--- config.mk ---
export PLATFORM = sky130hd
export DESIGN_NAME = page_commit_buf
export DESIGN_NICKNAME = d
export VERILOG_FILES = /design/src/rtl/page_commit_pkg.sv /design/src/rtl/pcb_slot_store.sv /design/src/rtl/pcb_pick.sv /design/src/rtl/pcb_commit_timer.sv /design/src/rtl/page_commit_buf.sv
export SDC_FILE = /design/constraint.sdc
export NUM_CORES = 1
export LEC_CHECK = 0
export BUFFER_PORTS_ARGS = -buffer_cell sky130_fd_sc_hd__buf_2
export CORE_MARGIN = 2
export CORE_UTILIZATION = 35
export CTS_BUF_LIST = sky130_fd_sc_hd__clkbuf_4 sky130_fd_sc_hd__clkbuf_8
export CTS_CLUSTER_DIAMETER = 60
export DETAILED_ROUTE_END_ITERATION = 8
export GPL_TIMING_DRIVEN = 0
export PLACE_DENSITY_LB_ADDON = 0.15
export SYNTH_ARGS = -nofsm -noshare
export SYNTH_HDL_FRONTEND = slang
export SYNTH_SLANG_ARGS = --single-unit
--- constraint.sdc ---
create_clock -name clk -period 6.65 [get_ports clk]
set_input_delay 1.995 -clock clk [delete_from_list [all_inputs] [get_ports clk]]
set_output_delay 1.995 -clock clk [all_outputs]
set_load 0.05 [all_outputs]
--- src/rtl/page_commit_pkg.sv ---
package page_commit_pkg;
   // Default geometry: 2048 x 8 array, 16-byte pages
   localparam int DEF_ADDR_W     = 11;
   localparam int DEF_DATA_W     = 8;
   localparam int DEF_PAGE_BYTES = 16;
   // 5 ms at 125 MHz
   localparam int DEF_COMMIT_CYC = 625000;

   // Buffer action decoded once per cycle by the top
   typedef enum logic [1:0] {
      BUF_HOLD  = 2'd0,
      BUF_EMPTY = 2'd1,
      BUF_START = 2'd2,
      BUF_STORE = 2'd3
   } buf_op_e;
endpackage

--- src/rtl/pcb_slot_store.sv ---
module pcb_slot_store
   import page_commit_pkg::*;
#(
   parameter int DATA_W = DEF_DATA_W,
   parameter int SLOTS  = DEF_PAGE_BYTES,
   parameter int PAGE_W = DEF_ADDR_W - $clog2(DEF_PAGE_BYTES),
   localparam int OFS_W = $clog2(SLOTS)
) (
   input  logic                          clk,
   input  logic                          rst_n,
   input  buf_op_e                       op,
   input  logic [PAGE_W+OFS_W-1:0]       ld_addr,
   input  logic [DATA_W-1:0]             wr_data,
   input  logic                          drop_en,
   input  logic [OFS_W-1:0]              drop_idx,
   output logic [PAGE_W-1:0]             page_o,
   output logic [SLOTS-1:0][DATA_W-1:0]  slot_o,
   output logic [SLOTS-1:0]              valid_o
);
   logic [PAGE_W-1:0] page_q;
   logic [OFS_W-1:0]  ofs_q;

   // page and slot pointer, pointer wraps by its own width
   always_ff @(posedge clk or negedge rst_n) begin
      if (!rst_n) begin
         page_q <= '0;
         ofs_q  <= '0;
      end else if (op == BUF_START) begin
         page_q <= ld_addr[PAGE_W+OFS_W-1:OFS_W];
         ofs_q  <= ld_addr[OFS_W-1:0];
      end else if (op == BUF_STORE) begin
         ofs_q  <= ofs_q + 1'b1;
      end
   end

   generate
      for (genvar s = 0; s < SLOTS; s++) begin : g_slot
         logic [DATA_W-1:0] byte_q;
         logic              got_q;
         logic              hit;
         assign hit = (ofs_q == OFS_W'(s));

         always_ff @(posedge clk or negedge rst_n) begin
            if (!rst_n) begin
               byte_q <= '0;
               got_q  <= 1'b0;
            end else begin
               if (op == BUF_STORE && hit) byte_q <= wr_data;
               if (op == BUF_EMPTY || op == BUF_START) got_q <= 1'b0;
               else if (op == BUF_STORE && hit)        got_q <= 1'b1;
               else if (drop_en && drop_idx == OFS_W'(s)) got_q <= 1'b0;
            end
         end
         assign slot_o[s]  = byte_q;
         assign valid_o[s] = got_q;
      end
   endgenerate

   assign page_o = page_q;

   // a data byte never moves the page
   a_r3_page_fixed : assert property (@(posedge clk) disable iff (!rst_n)
      op == BUF_STORE |=> $stable(page_q));
endmodule

--- src/rtl/pcb_pick.sv ---
module pcb_pick #(
   parameter int SLOTS = 16,
   localparam int OFS_W = $clog2(SLOTS),
   localparam int CW    = $clog2(SLOTS + 1)
) (
   input  logic [SLOTS-1:0] valid,
   output logic [OFS_W-1:0] low_idx,
   output logic [CW-1:0]    count,
   output logic             any
);
   // lowest received slot drains first
   always_comb begin
      low_idx = '0;
      for (int i = SLOTS - 1; i >= 0; i--) begin
         if (valid[i]) low_idx = OFS_W'(i);
      end
   end

   always_comb begin
      count = '0;
      for (int i = 0; i < SLOTS; i++) begin
         count = count + CW'(valid[i]);
      end
   end

   assign any = |valid;
endmodule

--- src/rtl/pcb_commit_timer.sv ---
module pcb_commit_timer #(
   parameter int COMMIT_CYCLES = 625000,
   parameter int CW            = 5,
   localparam int TW = $clog2(COMMIT_CYCLES + 1)
) (
   input  logic          clk,
   input  logic          rst_n,
   input  logic          start,
   input  logic [CW-1:0] remain,
   output logic          busy,
   output logic          fire
);
   logic [TW-1:0] left_q;
   logic          busy_q;

   generate
      if (TW < CW) begin : g_bad_width
         $error("commit interval shorter than page drain");
      end
   endgenerate

   // fixed-length busy window
   always_ff @(posedge clk or negedge rst_n) begin
      if (!rst_n) begin
         busy_q <= 1'b0;
         left_q <= '0;
      end else if (busy_q) begin
         if (left_q == '0) busy_q <= 1'b0;
         else              left_q <= left_q - 1'b1;
      end else if (start) begin
         busy_q <= 1'b1;
         left_q <= TW'(COMMIT_CYCLES - 1);
      end
   end

   // writes fill the tail of the window
   assign fire = busy_q && (left_q < TW'(remain));
   assign busy = busy_q;

   // the window never ends early
   a_r4_hold_window : assert property (@(posedge clk) disable iff (!rst_n)
      busy_q && left_q != '0 |=> busy_q);
endmodule

--- src/rtl/page_commit_buf.sv ---
module page_commit_buf
   import page_commit_pkg::*;
#(
   parameter int ADDR_W        = DEF_ADDR_W,
   parameter int DATA_W        = DEF_DATA_W,
   parameter int PAGE_BYTES    = DEF_PAGE_BYTES,
   parameter int COMMIT_CYCLES = DEF_COMMIT_CYC
) (
   input  logic              clk,
   input  logic              rst_n,
   input  logic              addr_load,
   input  logic [ADDR_W-1:0] addr_in,
   input  logic              byte_vld,
   input  logic [DATA_W-1:0] byte_in,
   input  logic              commit_req,
   input  logic              clear,
   output logic              busy,
   output logic              mem_we,
   output logic [ADDR_W-1:0] mem_addr,
   output logic [DATA_W-1:0] mem_data
);
   localparam int OFS_W  = $clog2(PAGE_BYTES);
   localparam int PAGE_W = ADDR_W - OFS_W;
   localparam int CW     = $clog2(PAGE_BYTES + 1);

   generate
      if (PAGE_BYTES != (1 << OFS_W)) begin : g_bad_page
         $error("page size must be a power of two");
      end
      if (COMMIT_CYCLES < PAGE_BYTES) begin : g_bad_commit
         $error("commit interval must cover one write per slot");
      end
      if (PAGE_W < 1) begin : g_bad_addr
         $error("address narrower than one page");
      end
   endgenerate

   buf_op_e                         op;
   logic                            start, fire, any;
   logic [PAGE_W-1:0]               page;
   logic [PAGE_BYTES-1:0][DATA_W-1:0] slots;
   logic [PAGE_BYTES-1:0]           valid;
   logic [OFS_W-1:0]                low_idx;
   logic [CW-1:0]                   count;

   // idle-only, clear > commit > load > byte
   always_comb begin
      op    = BUF_HOLD;
      start = 1'b0;
      if (!busy) begin
         if (clear)          op = BUF_EMPTY;
         else if (commit_req) start = any;
         else if (addr_load) op = BUF_START;
         else if (byte_vld)  op = BUF_STORE;
      end
   end

   pcb_slot_store #(
      .DATA_W (DATA_W),
      .SLOTS  (PAGE_BYTES),
      .PAGE_W (PAGE_W)
   ) u_store (
      .clk      (clk),
      .rst_n    (rst_n),
      .op       (op),
      .ld_addr  (addr_in),
      .wr_data  (byte_in),
      .drop_en  (fire),
      .drop_idx (low_idx),
      .page_o   (page),
      .slot_o   (slots),
      .valid_o  (valid)
   );

   pcb_pick #(.SLOTS(PAGE_BYTES)) u_pick (
      .valid   (valid),
      .low_idx (low_idx),
      .count   (count),
      .any     (any)
   );

   pcb_commit_timer #(
      .COMMIT_CYCLES (COMMIT_CYCLES),
      .CW            (CW)
   ) u_timer (
      .clk    (clk),
      .rst_n  (rst_n),
      .start  (start),
      .remain (count),
      .busy   (busy),
      .fire   (fire)
   );

   // array port
   assign mem_we   = fire;
   assign mem_addr = {page, low_idx};
   assign mem_data = slots[low_idx];

   // no write outside the window
   a_r5_we_in_window : assert property (@(posedge clk) disable iff (!rst_n)
      mem_we |-> busy);
   // window closes right after the final write
   a_r5_close_after_write : assert property (@(posedge clk) disable iff (!rst_n)
      $fell(busy) |-> $past(mem_we));
   // ascending slot order within one commit
   a_r5_ascending : assert property (@(posedge clk) disable iff (!rst_n)
      mem_we && $past(mem_we) |-> mem_addr[OFS_W-1:0] > $past(mem_addr[OFS_W-1:0]));
   // nothing left behind
   a_r11_drained : assert property (@(posedge clk) disable iff (!rst_n)
      $fell(busy) |-> !any);
   // empty commit starts nothing
   a_r7_empty_commit : assert property (@(posedge clk) disable iff (!rst_n)
      !busy && commit_req && !any |=> !busy);
   // buffer contents frozen while busy
   a_r9_frozen : assert property (@(posedge clk) disable iff (!rst_n)
      busy |=> $stable(slots));
endmodule

==> summary.md, run 1 <==
| Metric | Value |
|---|---|
| Htree depth | 4 |
| Worst r2r src | u_store.g_slot[0].got_q$_DFFE_PN0P_ |
| Status | finished, violations left |
| Total Routing Usage GR | 0.206 |
| P_leak | 4.80 nW |
| Clk root buf | clkbuf_8 |
| Largest net degree at the start of global routing | 97 |
| Worst Path Max Fanout | 10 |
| Comb power frac | 0.095 |
| CTS Buf Count | 17 |
| Worst Skew | 0.0187 ns |
| Top FF cell, synth | dfrtp_1 |
| Final setup violation count | 1 |
| Slew Limit Fails | 0 |
| CP top delay family | adder cells |
| Rows | 58 |
| Sink Count | 176 |
| Synth top area share | 0.485 |
| Final Hold Fails | 0 |
| Yosys top cell by area | dfrtp_1 |
| Fin worst setup slack | -0.618 ns |
| Routability cong. | 0.806 |
| CTS tree | built |
| N_diodes | 0 |
| Critical Path Start | u_store.g_slot[0].got_q$_DFFE_PN0P_ |
| Yosys reg bits | 176 |
| Fmax | 0.138 GHz |
| R2R setup slack | 1.53 ns |
| Die Footprint | 27,300 um^2 |
| Tmin final | 7.27 ns |
| Switching Power | 625 uW |
| YS warnings | 0 |
| Routed WL | 27,200 um |
| Power density over the cells | 200 nW/um^2 |
| CP required | 4.66 ns |
| Top cells by count, synth | dfrtp_1 (176), nand2_1 (148), mux2_2 (103) |
| DR vias/cell | 5.60 |
| Ranking of synthesized cells by area | dfrtp_1 (48%), mux2_2 (13%), nand2_1 (6.1%), ha_1 (2.5%), fa_1 (2.2%) |
| RSZ-0062 raised after global routing | true |
| Worst path cell trace | buf_8 > inv_8 > ha_4 > inv_2 > fa_1 > fa_1 > fa_1 > fa_1 > inv_1 > fa_2 > inv_2 > fa_1 > ha_1 > a21o_1 > a211oi_2 > o21ai_2 > buf_6 > clkinvlp_4 > buf_8 |
| Antenna violations before repair | 0 |
| Ratio of cells with drive above 1 in the final layout | 0.251 |
| Top-count cell post-synth | dfrtp_1 |
| Vias | 7,080 |
| Buf/Inv on CP | 8 |
| Area Overhead vs Synth | 13.8% |
| TritonRoute pass-1 iters | 6 |
| EDFF count, synth | 0 |
| HP Class | reg2reg |
| Die Wd | 165 um |
| Failing checks | setup timing |
| Async S/R FF share, synth | 1.00 |
| Drt drc | 0 |
| First-pass GRT wire length | 41,600 um |
| Hold slack | 0.487 ns |
| Mapped Nets | 903 |
| Cell mode on critical path | fa_1 |
| Util after Layout | 0.408 |
| Height of the die | 165 um |
| Crit. End Element | output pin |
| Worst Tran Pin Value | 0.988 ns |
| Setup WS pre-CTS | -0.476 ns |
| Clock Latency Late Sink | 0.48 ns |
| Mapped Cells | 850 |
| Clock power frac | 0.384 |
| DP HPWL | 19,300 um |
| Core box area | 25,300 um^2 |
| Sequential Power Share | 0.522 |
| Total gr overflow | 0 |
| Worst Hold Launch | u_store.g_slot[12].byte_q[7]$_DFFE_PN0P_ |
| Unique cell type count in the Yosys netlist | 70 |
| Data arrival, critical path | 5.27 ns |
| # hold bufs at CTS | 0 |
| Slew headroom | 0.341 |
| Sw Ratio | 0.302 |
| Vias in the first global route | 6,861 |
| Worst VDD drop | 151 uV |
| Max Cap Viol | 0 |
| Mean Syn Cell Area | 10.7 um^2 |
| Internal Pwr Total | 1.45 mW |
| Period utilization | 1.09 |
| WL/cell | 21.6 um |
| Port bufs | 45 |
| Drt first-iter violations | 598 |
| Initial core utilization | 0.359 |
| IO Count | 46 |
| Critical Path Max Stage Delay | 0.51 ns |
| Clock buffer depth | 2 |
| Worst-path clk slew | 0.10 ns |
| WS Path Type | reg2out |
| ANT nets after route | 0 |
| Sequential share of the synthesized area | 0.485 |
| Slowest-stage cell, CP | fa_1 |
| Setup TNS | -0.618 ns |
| Setup crit start kind | flop |
| Cell Area, Synth | 9080 um^2 |
| Layout net count | 974 |
-- worst min-delay path: cells and delay by family, from the launching register on --
family,cells,cell delay (ns)
AND/OR/NAND/NOR,2,0.11
flip-flops,1,0.36
-- cell type report --
cell class	instances	area, um^2
sequential	176	4410
clock buffer	17	234
fill	2479	15000
timing repair buffer	52	337
tap	330	413
multi-input combinational	593	4370
buffer	37	205
inverter	44	181
clock inverter	15	194
-- placed cells by master (no fill, tap or decap), types with 19 or more instances in the layout --
master and instances:
buf_2 51, inv_1 35, nand2_1 148, o21ai_0 31
clkbuf_1 19, mux2_2 103, a22oi_1 20, nor2_1 30
dfrtp_1 175
-- power by group through the flow --
| stage | logic, mW | clock network (mW) | registers [mW] |
|---|---|---|---|
| 2_1_floorplan | 0.101 | 0 | 1.10 |
| 3_3_place_gp | 0.193 | 0 | 1.10 |
| 3_5_place_dp | 0.197 | 0 | 1.10 |
| 4_1_cts | 0.197 | 0.815 | 1.08 |
| 5_1_grt | 0.213 | 0.858 | 1.08 |
| 6_report | 0.196 | 0.795 | 1.08 |
-- cell families (layout without fill, tap and decap cells) --
logic type / Yosys count / in the layout / share of synthesized area
AOI/OAI and AO/OA: 156 / 156 / 0.127
xor gates and xnor gates: 18 / 18 / 0.0174
adders and majority gates: 28 / 28 / 0.0468
buffers and inverters: 81 / 165 / 0.0388
DFF: 176 / 176 / 0.485
muxes: 108 / 108 / 0.133
and+or+nand+nor: 283 / 283 / 0.152
-- timing repair --
| action | 4_1_cts | 5_1_grt |
|---|---|---|
| setup buffers | 2 | 0 |
| setup endpoints to repair | 1 | 1 |
| gates resized for setup | 8 | 3 |
-- stage by stage --
step | std cells | area (um^2) | power, mW
after floorplan | 850 | 9130 | 1.20
after global placement | 1225 | 9760 | 1.29
after detailed placement | 1230 | 9870 | 1.30
after CTS | 1264 | 10300 | 2.09
after global routing | 1264 | 10300 | 2.15
final | 1264 | 10300 | 2.07
-- routing by layer --
layer | GRT usage | wire, um
met4 | 0.0458 | 456
met3 | 0.0350 | 1420
met1 | 0.285 | 12300
met2 | 0.340 | 13100
met5 | 0 | 0
-- state kept, by name, indices dropped and copies added, names as in the netlist --
name                   flops
u_store.ofs_q              4
u_store.page_o             7
u_timer.busy               1
u_store.g_slot.got_q      16
u_timer.left_q            20
u_store.g_slot.byte_q    128
-- final timing paths --
kind,endpoint,depth (start not counted)
worst max register to register,u_store.g_slot[6].got_q$_DFFE_PN0P_,19
worst max-delay path,mem_we,19
worst min register to register,u_store.g_slot[12].byte_q[7]$_DFFE_PN0P_,2
min in group asynchronous,u_timer.left_q[16]$_DFFE_PN0P_,1
worst min-delay path,u_store.g_slot[12].byte_q[7]$_DFFE_PN0P_,2
max in group asynchronous,u_store.g_slot[11].byte_q[5]$_DFFE_PN0P_,2
(Power assumes the default switching activity.)
==> run 2, diff against run 1 <==
--- a/config.mk
+++ b/config.mk
@@ -15,4 +15,5 @@
 export PLACE_DENSITY_LB_ADDON = 0.15
 export SYNTH_ARGS = -nofsm -noshare
 export SYNTH_HDL_FRONTEND = slang
+export SYNTH_HIERARCHICAL = 1
 export SYNTH_SLANG_ARGS = --single-unit
==> constraint.sdc (replaced) <==
create_clock -name clk -period 6.65 [get_ports clk]
set_input_delay 1.995 -clock clk [delete_from_list [all_inputs] [get_ports clk]]
set_output_delay 1.995 -clock clk [all_outputs]
set_load 0.005 [all_outputs]
==> summary.md, run 2 <==
| Metric | Value |
|---|---|
| CTS tree | built (unchanged) |
| Area of the multi-input gates | 4460 um^2 (was 4370 um^2) |
| Drt drc | 0 (unchanged) |
| Largest regs | u_store/g_slot.byte_q (128), u_timer/left_q (20), u_store/g_slot.got_q (16) (was u_store.g_slot.byte_q (128), u_timer.left_q (20), u_store.g_slot.got_q (16)) |
| Slowest-stage cell, CP | fa_1 (unchanged) |
| Cell Area, Synth | 9290 um^2 (was 9080 um^2) |
| TritonRoute pass-1 iters | 4 (was 6) |
| Synth top area share | 0.474 (was 0.485) |
| Area Overhead vs Synth | 12.9% (was 13.8%) |
| Worst path cell trace | buf_6 > inv_4 > fa_1 > fa_1 > fa_1 > fa_1 > inv_1 > ha_2 > inv_2 > fa_2 > buf_4 > xnor2_2 > inv_2 > ha_4 > a211oi_2 > o311a_1 > buf_2 (was buf_8 > inv_8 > ha_4 > inv_2 > fa_1 > fa_1 > fa_1 > fa_1 > inv_1 > fa_2 > inv_2 > fa_1 > ha_1 > a21o_1 > a211oi_2 > o21ai_2 > buf_6 > clkinvlp_4 > buf_8) |
| Total gr overflow | 0 (unchanged) |
| Buf/Inv on CP | 7 (was 8) |
| Power density over the cells | 280 nW/um^2 (was 200 nW/um^2) |
| Drt first-iter violations | 256 (was 598) |
| First-pass GRT wire length | 35,700 um (was 41,600 um) |
| Period utilization | 1.01 (was 1.09) |
| Register area | 4410 um^2 (about the same) |
| Slew Limit Fails | 0 (unchanged) |
| Max FFs per register | 128 (unchanged) |
| Final Hold Fails | 0 (unchanged) |
| Status | finished, violations left (unchanged) |
| Unique cell type count in the Yosys netlist | 71 (was 70) |
| Sink Count | 176 (unchanged) |
| Most common cell after layout, fill and taps aside | dfrtp_1 (unchanged) |
| Top-count cell post-synth | dfrtp_1 (unchanged) |
| Rows | 59 (was 58) |
| Crit. End Element | output pin (unchanged) |
| IO Count | 46 (unchanged) |
| Antenna violations before repair | 2 (was 0) |
| R2r endpoint | u_store/g_slot[2].got_q$_DFFE_PN0P_ (was u_store.g_slot[6].got_q$_DFFE_PN0P_) |
| Routed WL | 22,300 um (was 27,200 um) |
| Mapped Cells | 700 (was 850) |
| Sequential share of the synthesized area | 0.474 (was 0.485) |
| Die Wd | 167 um (was 165 um) |
| Worst Hold Endpoint | u_timer/left_q[17]$_DFFE_PN0P_ (was u_store.g_slot[12].byte_q[7]$_DFFE_PN0P_) |
| RSZ-0062 raised after global routing | true (unchanged) |
| WL/cell | 20.0 um (was 21.6 um) |
| Final setup violation count | 1 (unchanged) |
| DP HPWL | 15,700 um (was 19,300 um) |
| Largest net degree at the start of global routing | 112 (was 97) |
| Yosys top cell by area | dfrtp_1 (unchanged) |
| WS Path Type | reg2out (unchanged) |
| Worst Skew | 0.0176 ns (was 0.0187 ns) |
| Util after Layout | 0.402 (was 0.408) |
| ANT nets after route | 0 (unchanged) |
| # fillers | 2,473 (was 2,479) |
| Mean Syn Cell Area | 13.3 um^2 (was 10.7 um^2) |
| Clock buffer depth | 2 (unchanged) |
| Worst Tran Pin Value | 1.29 ns (was 0.988 ns) |
| Setup crit start kind | flop (unchanged) |
| Routability cong. | 0.787 (was 0.806) |
| Fin worst setup slack | -0.0954 ns (was -0.618 ns) |
| Async S/R FF share, synth | 1.00 (unchanged) |
| YS warnings | 6 (was 0) |
| Critical Path Max Stage Delay | 0.55 ns (was 0.51 ns) |
| Ranking of synthesized cells by area | dfrtp_1 (47%), mux2_2 (16%), mux4_2 (4.4%), mux4_1 (4.0%), ha_1 (2.4%) (was dfrtp_1 (48%), mux2_2 (13%), nand2_1 (6.1%), ha_1 (2.5%), fa_1 (2.2%)) |
| Htree depth | 4 (unchanged) |
| Setup TNS | -0.0954 ns (was -0.618 ns) |
| Top cells by count, synth | dfrtp_1 (176), mux2_2 (135), inv_1 (37) (was dfrtp_1 (176), nand2_1 (148), mux2_2 (103)) |
| Height of the die | 167 um (was 165 um) |
| Vias in the first global route | 6,365 (was 6,861) |
| Worst Path Max Fanout | 2 (was 10) |
| Port bufs | 45 (unchanged) |
| CP required | 4.66 ns (about the same) |
| CTS Buf Count | 17 (unchanged) |
| Top FF cell, synth | dfrtp_1 (unchanged) |
| Worst VDD drop | 145 uV (was 151 uV) |
| Largest Register | u_store/g_slot.byte_q (was u_store.g_slot.byte_q) |
| Hold Crit Depth | 1 (was 2) |
| Initial core utilization | 0.356 (was 0.359) |
| Die Footprint | 27,900 um^2 (was 27,300 um^2) |
| Worst Hold Launch | u_timer/left_q[17]$_DFFE_PN0P_ (was u_store.g_slot[12].byte_q[7]$_DFFE_PN0P_) |
| DR vias/cell | 5.31 (was 5.60) |
| R2R depth | 20 (was 19) |
| EDFF count, synth | 0 (unchanged) |
| Failing checks | setup timing (unchanged) |
| Layout net count | 819 (was 974) |
| Mapped Nets | 753 (was 903) |
| Most frequent cells in the layout | dfrtp_1 (173), mux2_2 (135), buf_2 (54) (was dfrtp_1 (175), nand2_1 (148), mux2_2 (103)) |
| Core box area | 26,100 um^2 (was 25,300 um^2) |
| R2R setup slack | 1.41 ns (was 1.53 ns) |
| Tmin final | 6.75 ns (was 7.27 ns) |
| Data arrival, critical path | 4.75 ns (was 5.27 ns) |
| Vias | 5,922 (was 7,080) |
| CP top delay family | adder cells (unchanged) |
| Worst r2r src | u_store/g_slot[5].got_q$_DFFE_PN0P_ (was u_store.g_slot[0].got_q$_DFFE_PN0P_) |
| Worst-path clk slew | 0.11 ns (was 0.10 ns) |
| Total Routing Usage GR | 0.166 (was 0.206) |
| Clk root buf | clkbuf_8 (unchanged) |
| Clock Latency Late Sink | 0.47 ns (was 0.48 ns) |
| P_leak | 4.94 nW (was 4.80 nW) |
| Max Cap Viol | 0 (unchanged) |
| Fmax | 0.148 GHz (was 0.138 GHz) |
| Cell mode on critical path | fa_1 (unchanged) |
| Ratio of cells with drive above 1 in the final layout | 0.416 (was 0.251) |
| # hold bufs at CTS | 0 (unchanged) |
| Slew headroom | 0.132 (was 0.341) |
| HP Class | reg2reg (unchanged) |
| Yosys reg bits | 176 (unchanged) |
==> run 2: cell types whose count changed after synthesis, sizes merged, moves of 8 or more <==
cell	before	now
nand3	18	7
mux2	103	136
nand4	18	9
mux4	0	32
nor2	31	20
buf	17	35
a222oi	9	0
xnor2	15	4
a21oi	14	3
nand2	148	27
a21boi	4	12
==> run 2: per-stage QoR <==
step	instance area [um^2]	setup slack [ns]	power, mW	hold WS, ns	instances
final	10500	-0.0954	2.94	0.492	1115
after global routing	10500	-0.314	3.12	0.520	1114
after global placement	9930	0.0295	2.15	0.456	1080
after floorplan	9290	0.541	1.91	0.437	700
after detailed placement	9970	-0.0499	2.18	0.476	1081
after CTS	10400	-0.277	2.97	0.495	1114
==> run 2: final cells by class <==
type | instances | area share
flip-flops and latches | 176 | 0.420
inverters | 37 | 0.0144
clock inverters | 15 | 0.0179
well taps | 335 | 0.0400
repair buffers | 54 | 0.0308
clock buffers | 17 | 0.0223
multi-input cells | 435 | 0.425
plain buffers | 45 | 0.0288
diodes | 1 | 0.000239
==> run 2: worst max path at each step <==
stage / start / to / slack, ns / cells after the start
floorplan: u_store/g_slot[1].got_q$_DFFE_PN0P_ / mem_we / 0.54 / 16
CTS: u_store/g_slot[5].got_q$_DFFE_PN0P_ / mem_we / -0.28 / 18
global route: u_store/g_slot[5].got_q$_DFFE_PN0P_ / mem_we / -0.31 / 17
detailed placement: u_store/g_slot[1].got_q$_DFFE_PN0P_ / mem_we / -0.05 / 18
finish: u_store/g_slot[5].got_q$_DFFE_PN0P_ / mem_we / -0.1 / 17
global placement: u_store/g_slot[1].got_q$_DFFE_PN0P_ / mem_we / 0.03 / 18
==> run 2: cells by family (layout without fill, tap and decap cells) <==
family,count (synthesis),count (layout),synth area share
flip-flops,176,176,0.474
buffers and inverters,89,168,0.0527
other,0,1,0
XOR/XNOR,5,5,0.00472
AND/OR/NAND/NOR,133,133,0.0976
AO/OA/AOI/OAI,90,90,0.0649
multiplexers,179,179,0.260
adder cells (fa/ha/maj),28,28,0.0458
==> run 2: timing repair <==
item                                    4_1_cts  5_1_grt
endpoints found under the setup margin        1        1
pin swaps                                    11       13
gates cloned                                  0        0
gates resized for setup                      23        9
buffers inserted                              7        1
hold endpoints to repair                      0        0
==> run 2: worst reg2reg max path: cells and delay by family, from the launching register on <==
family                     cells  cell delay [ns]
adders and majority gates      7             2.82
DFF                            1             0.38
and+or+nand+nor                3             0.83
AOI/OAI and AO/OA              3             0.60
buffers and inverters          7             0.49
==> run 2: layer usage <==
layer  part of all wire  up-vias  global-route usage
met2               0.52       71               0.298
li1                   -     2706                   -
met3              0.025       23              0.0342
met1               0.44     3120               0.204
met5            0.00072        -                   0
met4              0.015        2              0.0382
==> run 2: power by group <==
part           switching [mW]  internal, mW
combinational           0.385         0.394
sequential              0.143          1.25
clock                   0.471         0.292
